==> src/rtl/dtc_sel_pkg.sv <==
`timescale 1ns/1ps
package dtc_sel_pkg;

   // three-level torque decision, two's complement coding
   typedef enum logic [1:0] {
      TQ_ZERO = 2'b00,
      TQ_INC  = 2'b01,
      TQ_DEC  = 2'b11
   } torque_req_e;

   localparam int unsigned NUM_SECTORS = 6;

   // active voltage vectors in rotation order, {Sa,Sb,Sc}
   function automatic logic [2:0] active_vec(input logic [2:0] idx);
      logic [2:0] v;
      case (idx)
         3'd0:    v = 3'b100;
         3'd1:    v = 3'b110;
         3'd2:    v = 3'b010;
         3'd3:    v = 3'b011;
         3'd4:    v = 3'b001;
         default: v = 3'b101;
      endcase
      return v;
   endfunction

   // zero vector alternates with sector parity
   function automatic logic [2:0] zero_vec(input logic [2:0] sec);
      return sec[0] ? 3'b111 : 3'b000;
   endfunction

endpackage

==> src/rtl/dtc_flux_hyst.sv <==
`timescale 1ns/1ps
module dtc_flux_hyst #(
   parameter int DW = 16
) (
   input  logic                 clk,
   input  logic                 rst,
   input  logic                 stb,
   input  logic signed [DW-1:0] ref_i,
   input  logic signed [DW-1:0] est_i,
   input  logic        [DW-2:0] band_i,
   output logic                 state_nx,
   output logic                 state_q
);
   localparam int EW = DW + 1;

   logic signed [EW-1:0] err;
   logic signed [EW-1:0] band_s;
   logic                 above;
   logic                 below;

   assign err    = $signed({ref_i[DW-1], ref_i}) - $signed({est_i[DW-1], est_i});
   assign band_s = $signed({2'b00, band_i});
   assign above  = err > band_s;
   assign below  = err < -band_s;

   always_comb begin
      state_nx = state_q;
      if (above)      state_nx = 1'b1;
      else if (below) state_nx = 1'b0;
   end

   always_ff @(posedge clk) begin
      if (rst)      state_q <= 1'b1;
      else if (stb) state_q <= state_nx;
   end

   // inside the band the decision is held
   assert_flux_hold_R2: assert property (@(posedge clk) disable iff (rst)
      (stb && !above && !below) |=> (state_q == $past(state_q)));
   // outside the band the decision follows the sign of the error
   assert_flux_set_R2: assert property (@(posedge clk) disable iff (rst)
      (stb && above) |=> state_q);
   assert_flux_clear_R2: assert property (@(posedge clk) disable iff (rst)
      (stb && below) |=> !state_q);

endmodule

==> src/rtl/dtc_torque_hyst.sv <==
`timescale 1ns/1ps
module dtc_torque_hyst
   import dtc_sel_pkg::*;
#(
   parameter int DW = 16
) (
   input  logic                 clk,
   input  logic                 rst,
   input  logic                 stb,
   input  logic signed [DW-1:0] ref_i,
   input  logic signed [DW-1:0] est_i,
   input  logic        [DW-2:0] band_i,
   output torque_req_e          state_nx,
   output torque_req_e          state_q
);
   localparam int EW = DW + 1;

   logic signed [EW-1:0] err;
   logic signed [EW-1:0] band_s;
   logic                 above;
   logic                 below;
   logic                 err_nonpos;
   logic                 err_nonneg;

   assign err        = $signed({ref_i[DW-1], ref_i}) - $signed({est_i[DW-1], est_i});
   assign band_s     = $signed({2'b00, band_i});
   assign above      = err > band_s;
   assign below      = err < -band_s;
   assign err_nonpos = (err[EW-1] == 1'b1) || (err == '0);
   assign err_nonneg = (err[EW-1] == 1'b0);

   always_comb begin
      state_nx = state_q;
      if (above) begin
         state_nx = TQ_INC;
      end else if (below) begin
         state_nx = TQ_DEC;
      end else begin
         case (state_q)
            TQ_INC:  if (err_nonpos) state_nx = TQ_ZERO;
            TQ_DEC:  if (err_nonneg) state_nx = TQ_ZERO;
            default: state_nx = TQ_ZERO;
         endcase
      end
   end

   always_ff @(posedge clk) begin
      if (rst)      state_q <= TQ_ZERO;
      else if (stb) state_q <= state_nx;
   end

   // only the three legal codes appear
   assert_torque_code_R3: assert property (@(posedge clk) disable iff (rst)
      state_q != torque_req_e'(2'b10));
   // a raise request cannot turn into a lower request without a large negative error
   assert_torque_no_jump_R3: assert property (@(posedge clk) disable iff (rst)
      (stb && state_q == TQ_INC && !below) |=> (state_q != TQ_DEC));
   // held zero stays zero inside the band
   assert_torque_zero_hold_R3: assert property (@(posedge clk) disable iff (rst)
      (stb && state_q == TQ_ZERO && !above && !below) |=> (state_q == TQ_ZERO));

endmodule

==> src/rtl/dtc_sector_locate.sv <==
`timescale 1ns/1ps
module dtc_sector_locate #(
   parameter int DW            = 16,
   parameter int TAN_FRAC_BITS = 16
) (
   input  logic signed [DW-1:0] d_i,
   input  logic signed [DW-1:0] q_i,
   output logic        [2:0]    sector_o
);
   localparam int          PW        = DW + TAN_FRAC_BITS;
   localparam int unsigned TAN30_Q   = int'(0.5773502691896258 * real'(64'd1 << TAN_FRAC_BITS));
   localparam logic [TAN_FRAC_BITS-1:0] TAN_V = TAN_FRAC_BITS'(TAN30_Q);

   logic [DW-1:0] abs_d;
   logic [DW-1:0] abs_q;
   logic [PW-1:0] q_scaled;
   logic [PW-1:0] d_scaled;
   logic          near_d_axis;
   logic          d_nonneg;
   logic          d_pos;
   logic          q_pos;

   assign abs_d       = d_i[DW-1] ? (~d_i + 1'b1) : d_i;
   assign abs_q       = q_i[DW-1] ? (~q_i + 1'b1) : q_i;
   assign q_scaled    = {abs_q, {TAN_FRAC_BITS{1'b0}}};
   assign d_scaled    = PW'(abs_d) * PW'(TAN_V);
   assign near_d_axis = q_scaled <= d_scaled;
   assign d_nonneg    = !d_i[DW-1];
   assign d_pos       = d_nonneg && (d_i != '0);
   assign q_pos       = !q_i[DW-1];

   always_comb begin
      if (near_d_axis)  sector_o = d_nonneg ? 3'd1 : 3'd4;
      else if (q_pos)   sector_o = d_pos    ? 3'd2 : 3'd3;
      else              sector_o = d_pos    ? 3'd6 : 3'd5;
   end

endmodule

==> src/rtl/dtc_vec_table.sv <==
`timescale 1ns/1ps
module dtc_vec_table
   import dtc_sel_pkg::*;
#(
   parameter int TABLE_STYLE = 0
) (
   input  logic        flux_up_i,
   input  torque_req_e torque_i,
   input  logic [2:0]  sector_i,
   output logic [2:0]  vec_o
);
   generate
      if (TABLE_STYLE == 0) begin : g_rotate
         // rotation offset from the sector's own vector
         logic [3:0] offset;
         logic [3:0] sum;
         logic [2:0] idx;

         always_comb begin
            if (flux_up_i) offset = (torque_i == TQ_INC) ? 4'd1 : 4'd5;
            else           offset = (torque_i == TQ_INC) ? 4'd2 : 4'd4;
            sum = {1'b0, sector_i} - 4'd1 + offset;
            idx = (sum >= 4'd6) ? 3'(sum - 4'd6) : sum[2:0];
         end

         assign vec_o = (torque_i == TQ_ZERO) ? zero_vec(sector_i) : active_vec(idx);
      end else begin : g_direct
         always_comb begin
            vec_o = zero_vec(sector_i);
            if (torque_i == TQ_INC && flux_up_i) begin
               case (sector_i)
                  3'd1: vec_o = 3'b110;  3'd2: vec_o = 3'b010;
                  3'd3: vec_o = 3'b011;  3'd4: vec_o = 3'b001;
                  3'd5: vec_o = 3'b101;  default: vec_o = 3'b100;
               endcase
            end else if (torque_i == TQ_DEC && flux_up_i) begin
               case (sector_i)
                  3'd1: vec_o = 3'b101;  3'd2: vec_o = 3'b100;
                  3'd3: vec_o = 3'b110;  3'd4: vec_o = 3'b010;
                  3'd5: vec_o = 3'b011;  default: vec_o = 3'b001;
               endcase
            end else if (torque_i == TQ_INC) begin
               case (sector_i)
                  3'd1: vec_o = 3'b010;  3'd2: vec_o = 3'b011;
                  3'd3: vec_o = 3'b001;  3'd4: vec_o = 3'b101;
                  3'd5: vec_o = 3'b100;  default: vec_o = 3'b110;
               endcase
            end else if (torque_i == TQ_DEC) begin
               case (sector_i)
                  3'd1: vec_o = 3'b001;  3'd2: vec_o = 3'b101;
                  3'd3: vec_o = 3'b100;  3'd4: vec_o = 3'b110;
                  3'd5: vec_o = 3'b010;  default: vec_o = 3'b011;
               endcase
            end
         end
      end
   endgenerate

endmodule

==> src/rtl/dtc_vector_selector.sv <==
`timescale 1ns/1ps
module dtc_vector_selector
   import dtc_sel_pkg::*;
#(
   parameter int DW            = 16,
   parameter int TAN_FRAC_BITS = 16,
   parameter int TABLE_STYLE   = 0
) (
   input  logic                 clk,
   input  logic                 rst,
   input  logic                 sample_stb,
   input  logic signed [DW-1:0] flux_ref,
   input  logic signed [DW-1:0] flux_est,
   input  logic signed [DW-1:0] torque_ref,
   input  logic signed [DW-1:0] torque_est,
   input  logic signed [DW-1:0] flux_d,
   input  logic signed [DW-1:0] flux_q,
   input  logic        [DW-2:0] flux_band,
   input  logic        [DW-2:0] torque_band,
   output logic        [2:0]    gate_abc,
   output logic                 flux_up,
   output logic        [1:0]    torque_req,
   output logic        [2:0]    sector
);
   initial begin : elab_checks
      if (DW < 4 || DW > 32)
         $error("dtc_vector_selector: DW must lie in 4..32");
      if (TAN_FRAC_BITS < 8 || TAN_FRAC_BITS > 24)
         $error("dtc_vector_selector: TAN_FRAC_BITS must lie in 8..24");
      if (TABLE_STYLE != 0 && TABLE_STYLE != 1)
         $error("dtc_vector_selector: TABLE_STYLE must be 0 or 1");
   end

   logic        flux_nx;
   logic        flux_q_st;
   torque_req_e torque_nx;
   torque_req_e torque_q_st;
   logic [2:0]  sector_nx;
   logic [2:0]  vec_nx;
   logic [2:0]  sector_q;
   logic [2:0]  gate_q;

   dtc_flux_hyst #(.DW(DW)) u_flux (
      .clk     (clk),
      .rst     (rst),
      .stb     (sample_stb),
      .ref_i   (flux_ref),
      .est_i   (flux_est),
      .band_i  (flux_band),
      .state_nx(flux_nx),
      .state_q (flux_q_st)
   );

   dtc_torque_hyst #(.DW(DW)) u_torque (
      .clk     (clk),
      .rst     (rst),
      .stb     (sample_stb),
      .ref_i   (torque_ref),
      .est_i   (torque_est),
      .band_i  (torque_band),
      .state_nx(torque_nx),
      .state_q (torque_q_st)
   );

   dtc_sector_locate #(.DW(DW), .TAN_FRAC_BITS(TAN_FRAC_BITS)) u_sector (
      .d_i     (flux_d),
      .q_i     (flux_q),
      .sector_o(sector_nx)
   );

   dtc_vec_table #(.TABLE_STYLE(TABLE_STYLE)) u_table (
      .flux_up_i(flux_nx),
      .torque_i (torque_nx),
      .sector_i (sector_nx),
      .vec_o    (vec_nx)
   );

   always_ff @(posedge clk) begin
      if (rst) begin
         sector_q <= 3'd1;
         gate_q   <= 3'b111;
      end else if (sample_stb) begin
         sector_q <= sector_nx;
         gate_q   <= vec_nx;
      end
   end

   assign gate_abc   = gate_q;
   assign flux_up    = flux_q_st;
   assign torque_req = torque_q_st;
   assign sector     = sector_q;

   // nothing moves without a strobe
   assert_hold_no_strobe_R7: assert property (@(posedge clk) disable iff (rst)
      (!$past(sample_stb) && !$past(rst)) |->
         ($stable(gate_abc) && $stable(sector) && $stable(flux_up) && $stable(torque_req)));
   // sector stays in its legal range
   assert_sector_range_R4: assert property (@(posedge clk) disable iff (rst)
      (sector >= 3'd1) && (sector <= 3'd6));
   // held torque pairs with the parity zero vector
   assert_zero_parity_R6: assert property (@(posedge clk) disable iff (rst)
      (torque_req == TQ_ZERO) |-> (gate_abc == (sector[0] ? 3'b111 : 3'b000)));
   // torque change always pairs with an active vector
   assert_active_vec_R5: assert property (@(posedge clk) disable iff (rst)
      (torque_req != TQ_ZERO) |-> (gate_abc != 3'b000 && gate_abc != 3'b111));

endmodule

==> config.mk <==
export PLATFORM = sky130hd
export DESIGN_NAME = dtc_vector_selector
export DESIGN_NICKNAME = d
export VERILOG_FILES = /design/src/rtl/dtc_sel_pkg.sv /design/src/rtl/dtc_flux_hyst.sv /design/src/rtl/dtc_torque_hyst.sv /design/src/rtl/dtc_sector_locate.sv /design/src/rtl/dtc_vec_table.sv /design/src/rtl/dtc_vector_selector.sv
export SDC_FILE = /design/constraint.sdc
export NUM_CORES = 1
export LEC_CHECK = 0
export BUFFER_PORTS_ARGS = -buffer_cell sky130_fd_sc_hd__buf_2
export CORE_ASPECT_RATIO = 0.8
export CORE_MARGIN = 2
export CORE_UTILIZATION = 25
export CTS_CLUSTER_DIAMETER = 100
export DETAILED_ROUTE_END_ITERATION = 8
export GPL_TIMING_DRIVEN = 1
export PLACE_DENSITY = 0.49
export SKIP_LAST_GASP = 1
export SLEW_MARGIN = 5
export SYNTH_ARGS = -nofsm -noshare
export SYNTH_HDL_FRONTEND = slang
export SYNTH_HIERARCHICAL = 1
export SYNTH_SLANG_ARGS = --single-unit
==> constraint.sdc <==
create_clock -name clk -period 8.9 [get_ports clk]
set_input_delay 0 -clock clk [delete_from_list [all_inputs] [get_ports clk]]
set_output_delay 0 -clock clk [all_outputs]
set_load 0.01 [all_outputs]
Word level (Yosys, flattened, before mapping)
Index checks and enable logic that the tools add are counted.
{ "totals": {"elab_cells": 57, "register_bits": 9, "output_inout_bits": 9, "inputBits": 129} }
{ "op_classes": {"mux": 21, "n_lt_le_gt_ge": 6, "eq_ne": 7, "n_mul": 1, "n_addsub": 9, "reduce_logical": 7, "n_bitwise": 2} }
{ "ops": {"columns": ["op", "count"], "rows": [
  ["17-bit by 16-bit > comparator with 1-bit output", 2],
  ["17-bit < comparator", 2],
  ["15-bit negation with 17-bit output", 2],
  ["16-bit by 16-bit subtractor with 17-bit output", 2],
  ["16-bit by 1-bit adder with 16-bit output (second input constant)", 2],
  ["32-bit less-or-equal comparator", 1],
  ["16-bit by 16-bit multiplier with 32-bit output (second input constant)", 1],
  ["16-bit two-way mux", 2],
  ["16-bit NOT", 2],
  ["3-bit two-way mux", 8],
  ["17-bit logical NOT", 1],
  ["16-bit nonzero test", 1],
  ["3-bit one-hot mux with 5 select lines", 1],
  ["2-bit two-way mux", 5],
  ["3-bit by 2-bit equality test with 1-bit output (second input constant)", 2],
  ["4-bit adder", 1],
  ["2-bit by 1-bit equality test with 1-bit output (second input constant)", 2],
  ["4-bit by 3-bit >= comparator with 1-bit output (second input constant)", 1],
  ["4-bit two-way mux", 1],
  ["2-bit one-hot mux with 2 select lines", 1],
  ["3-bit by 1-bit subtractor with 4-bit output (second input constant)", 1],
  ["3-bit by 1-bit equality test with 1-bit output (second input constant)", 1],
  ["3-bit equality test (second input constant)", 1],
  ["3-bit logical NOT", 1],
  ["other kinds (7)", 9]
]} }

Logic depth before layout (Yosys ltp)
{ "depth": {"word_depth": 16, "ltp_mapped": 45, "depth_no_buf": 45} }

Cells and area by module
Netlist, hierarchy kept.
{ "by_module_without_submodules": {"columns": ["module", "n_inst", "area_each_um2", "cells_per_inst", "seq_area_each_um2"], "rows": [
  ["dtc_sector_locate", 1, 6193.4, 717, 0.0],
  ["dtc_torque_hyst", 1, 2150.8, 303, 40.0],
  ["dtc_flux_hyst", 1, 1941.9, 255, 20.0],
  ["dtc_vec_table", 1, 242.7, 33, 0.0],
  ["dtc_vector_selector", 1, 229.0, 19, 120.1]
]} }

Worst setup path before layout
OpenSTA, ideal clock, no wires.
{ "synth_path": {"kind": "input to register", "startpoint": "input port flux_d[7]", "endpoint": "register gate_q[2], in the netlist gate_abc[2]", "required_time_ps": 8780, "arrival_ps": 9118, "cell_stages": 42, "slack_ps": -337, "setup_ps": 120, "path_buffers": 0, "cell_sequence": "or4_4 > or3_4 > o21ai_1 > xor2_2 > inv_1 > ha_1 > ha_1 > inv_1 > fa_1 > inv_1 > fa_1 > fa_1 > inv_1 > fa_1 > inv_1 > ha_1 > and3_1 > a31oi_1 > [6 not listed] > ha_1 > nand4_1 > nor2_1 > and2_1 > o21ai_0 > a21oi_1 > nor2_1 > a31oi_1 > o21a_1 > inv_1 > ha_1 > inv_1 > ha_1 > fa_1 > nand2b_1 > a21oi_1 > o31ai_2 > a211o_1"} }
{ "synth_between": {"elab_chain_len": 13} }
{ "synth_rtl": {"columns": ["element", "line_no", "source"], "rows": [
  ["start, declared", "dtc_vector_selector.sv:16", "input logic signed [DW-1:0] flux_d,"],
  ["16-bit NOT", "dtc_sector_locate.sv:23", "assign abs_d = d_i[DW-1] ? (~d_i + 1'b1) : d_i;"],
  ["16-bit by 1-bit adder with 16-bit output", "dtc_sector_locate.sv:23", null],
  ["16-bit two-way mux", "dtc_sector_locate.sv:23", null],
  ["16-bit by 16-bit multiplier with 32-bit output", "dtc_sector_locate.sv:26", "assign d_scaled = PW'(abs_d) * PW'(TAN_V);"],
  ["32-bit less-or-equal comparator", "dtc_sector_locate.sv:27", "assign near_d_axis = q_scaled <= d_scaled;"],
  ["3-bit two-way mux (*)", "dtc_sector_locate.sv:33", "if (near_d_axis) sector_o = d_nonneg ? 3'd1 : 3'd4;"],
  ["net sector_nx[1]", "dtc_vector_selector.sv:38", "logic [2:0] sector_nx;"],
  ["3-bit by 1-bit subtractor with 4-bit output (*)", "dtc_vec_table.sv:22", "sum = {1'b0, sector_i} - 4'd1 + offset;"],
  ["4-bit adder (*)", "dtc_vec_table.sv:22", null],
  ["4-bit by 3-bit >= comparator with 1-bit output or 3-bit subtractor (tied branches)", "dtc_vec_table.sv:23", "idx = (sum >= 4'd6) ? 3'(sum - 4'd6) : sum[2:0];"],
  ["3-bit two-way mux (*)", "dtc_vec_table.sv:23", null],
  ["3-bit equality test, or another cell as far along", "dtc_sel_pkg.sv:16", "case (idx)"],
  ["3-bit one-hot mux with 5 select lines (*)", "dtc_sel_pkg.sv:16", null],
  ["3-bit two-way mux (*)", "dtc_vec_table.sv:26", "assign vec_o = (torque_i == TQ_ZERO) ? zero_vec(sector_i) : active_vec(idx);"],
  ["net vec_nx[2]", "dtc_vector_selector.sv:39", "logic [2:0] vec_nx;"],
  ["end signal, assigned", "dtc_vector_selector.sv:84", "gate_q <= vec_nx;"],
  ["end, declared", "dtc_vector_selector.sv:41", "logic [2:0] gate_q;"]
]} }
The timed path passes the listed nets; every way through them passes the cells marked *.
A chain may end at the register's enable or synchronous reset.

Worst setup path in the final report
{ "layout_path": {"startpoint": "input port flux_d[4]", "endpoint": "register gate_q[1], in the netlist gate_abc[1]"} }
The elaborated chain is that of the path after synthesis.

==> parameters.txt <==
Parameter                              Value

GRT
  Gr usage total    13.8%
  Antenna violations before repair    1
  Pin count of the biggest net entering global routing    17
  Wire length of the first global-routing pass    51.2 mm
  Grt ovf    0
  Number of global-route vias before repair    10100

Clock tree
  TritonCTS clock tree    built
  CTS sink cnt    9
  Maximum number of buffers from clock root to sink    2
  Clock latency at the later pin of the worst-skew pair    240 ps
  Inserted Clock Buffers    3
  H-Tree Level Count    1
  Clock root buffer    clkbuf_16
  Clk slew on worst S/H paths    40 ps
  Number of buffers inserted by hold repair at cts    0

STA
  Fin crit share    102%
  Endpoints failing hold    0
  Final setup margin    -179 ps
  RSZ-0062 raised after global routing    yes
  Headroom to the max-slew limit    59.3%
  Max-slew violation total from the final report    0
  Slew @ Worst Pin    610 ps
  Final setup vio count    3
  Setup clock skew after layout    2.46 ps
  Upper clock frequency limit    110 MHz
  Final worst path period need    9080 ps

Run
  Max-Cap Viols    0

Detailed routing
  DRC Markers    0
  Detailed-route vias per instance    4.64
  Final routed wirelength across all metal layers    31.1 mm
  Routed vias    10000
  Avg WL per Cell    14.4 um
  Initial DRC count    420
  Number of iterations in the first detailed-routing pass    5
  Post-DRT Antenna Nets    0

Logic synthesis
  Most used flip-flop cell after synthesis    dfxtp_1
  Top cells by instance count after synthesis    inv_1 (256), ha_1 (243), fa_1 (75), xnor2_1 (74)
  Register bit total from synthesis    9
  Leading post-synthesis cells by cell area    ha_1 (28%), fa_1 (14%), inv_1 (8.9%)
  Async SR Flop Fraction    0%
  Number of enable flip-flop cells after synthesis    0
  Post-synth top area cell    ha_1
  Top-count cell post-synth    inv_1
  Cell Area, Synth    10800 um2
  Number of distinct standard cells referenced by the synthesized netlist    105
  Number of instances in the synthesized netlist    1327
  Mean instance size in the synthesized netlist    8.11 um2
  Sequential-to-total area share from yosys stat    1.67%
  Total number of yosys warnings    6
  Share of the synthesized area in the top cell type    28.3%
  Syn_nets    1774

Worst setup path
  Critical path type    in2reg
  First element of the critical path    flux_d[4]
  Highest fanout seen on the critical path    7
  Worst setup EP type    flop
  Worst setup path end    gate_abc[1]$_SDFFE_PP1P_
  Worst reg-to-reg setup slack    5490 ps
  Type of element launching the critical path    primary input
  Critical Path Most Common Cell    inv_2
  Slowest cell on the critical path    fa_2
  Reg-to-Reg Start    u_torque/state_q[0]$_SDFFE_PP0P_
  Data arrival time of the critical path    9210 ps
  Endpoint of the most critical register-to-register path    gate_abc[1]$_SDFFE_PP1P_
  Largest stage delay on the critical path    590 ps
  Number of cells traversed by the worst register-to-register path    13
  CP required    9030 ps

Layout
  Final standard cell utilization of the core    33.2%
  Synth-to-layout area growth    30.0%
  Fraction of layout cells with a size suffix above 1    27.5%
  Antenna Diode Count    0
  Total number of nets in the final design    2060

Placed design
  Gpl congestion    0.844
  Number of port buffers    137
  Final HPWL DP    27.8 mm

Floorplan
  Vert. Die Dim    190 um
  Die width    236 um
  Number of cell rows    67
  Die footprint    44700 um2
  Starting utilization of the core area    25.5%
  CORE AREA    42200 um2
  Total I/O pin count    138

Min path
  Kind of path behind the tightest hold check    in2reg

Run status
  Run status    finished with violations
  Failing checks    setup timing
[worst max-delay path, delay by kind of cell]
kind / cells / cell delay (ps)
fa+ha+maj: 10 / 3830
simple gates: 9 / 2350
compound gates: 13 / 2000
buf+inv: 10 / 690
xor+xnor: 2 / 340
[routing by layer]
layer,global-route usage [%],part of all wire [%],vias up
met3,1.36,3.4,11
met4,1.00,0.48,2
met1,19.9,51,4711
met2,23.1,45,152
met5,0,0.042,-
li1,-,-,5173
[sequential cells by signal, indices dropped and copies added (netlist names)]
signal            count
gate_abc              3
u_torque/state_q      2
u_flux/state_q        1
sector                3
[through the flow]
stage / hold slack (ps) / worst slack [ps] / cell area, um2 / setup TNS, ps / cells
finish: 80.1 / -179 / 14000 / -479 / 2164
CTS: 85.8 / -130 / 13800 / -304 / 2158
detailed placement: 328 / -737 / 13400 / -2180 / 2139
global route: 102 / -626 / 14000 / -1800 / 2164
floorplan: 72.4 / -45.7 / 11000 / -112 / 1327
global placement: 322 / -658 / 13400 / -1920 / 2139
[area by class of cell]
type                       count  area [um2]
fill                        4465       28200
multi-input combinational   1047       10100
timing repair buffer         292        1910
inverter                     260         981
tap                          552         691
sequential                     9         180
clock buffer                   4        78.8
[what timing repair did]
item,4_1_cts,5_1_grt
gates resized for setup,50,20
setup buffers,16,7
pin swaps,60,21
endpoints found under the setup margin,3,3
[worst min-delay path by stage]
stage	start	endpoint	cells after the start
2_1_floorplan	rst	sector[1]$_SDFFE_PP0P_	1
3_3_place_gp	rst	sector[2]$_SDFFE_PP0P_	2
3_5_place_dp	rst	sector[1]$_SDFFE_PP0P_	2
4_1_cts	rst	sector[1]$_SDFFE_PP0P_	2
5_1_grt	rst	sector[2]$_SDFFE_PP0P_	2
6_report	rst	sector[2]$_SDFFE_PP0P_	2
[placed cells by master, fill, tap and decap left out, drive strengths merged, types with 7 or more instances in the layout]
cell type / instances
a211o: 9
a211oi: 10
a21o: 24
a21oi: 75
a31oi: 11
and2: 12
and3: 8
buf: 292
dfxtp: 9
fa: 75
ha: 243
inv: 259
mux2i: 8
nand2: 48
nand2b: 16
nand3: 27
nand4: 15
nor2: 74
nor2b: 18
nor3: 30
nor4: 12
o211ai: 15
o21a: 17
o21ai: 59
o21bai: 9
o31ai: 16
o41ai: 7
or2: 13
or3: 8
or4: 8
xnor2: 75
xor2: 36
[cell families after synthesis]
logic type	synth area share, %
AOI/OAI and AO/OA	19.2
xor gates and xnor gates	9.70
adders and majority gates	42.6
buffers and inverters	9.70
DFF	1.67
muxes	0.954
and+or+nand+nor	16.2
Power is not shown: default switching activity piles up to over one toggle a cycle in this logic, so the estimate is an artifact.
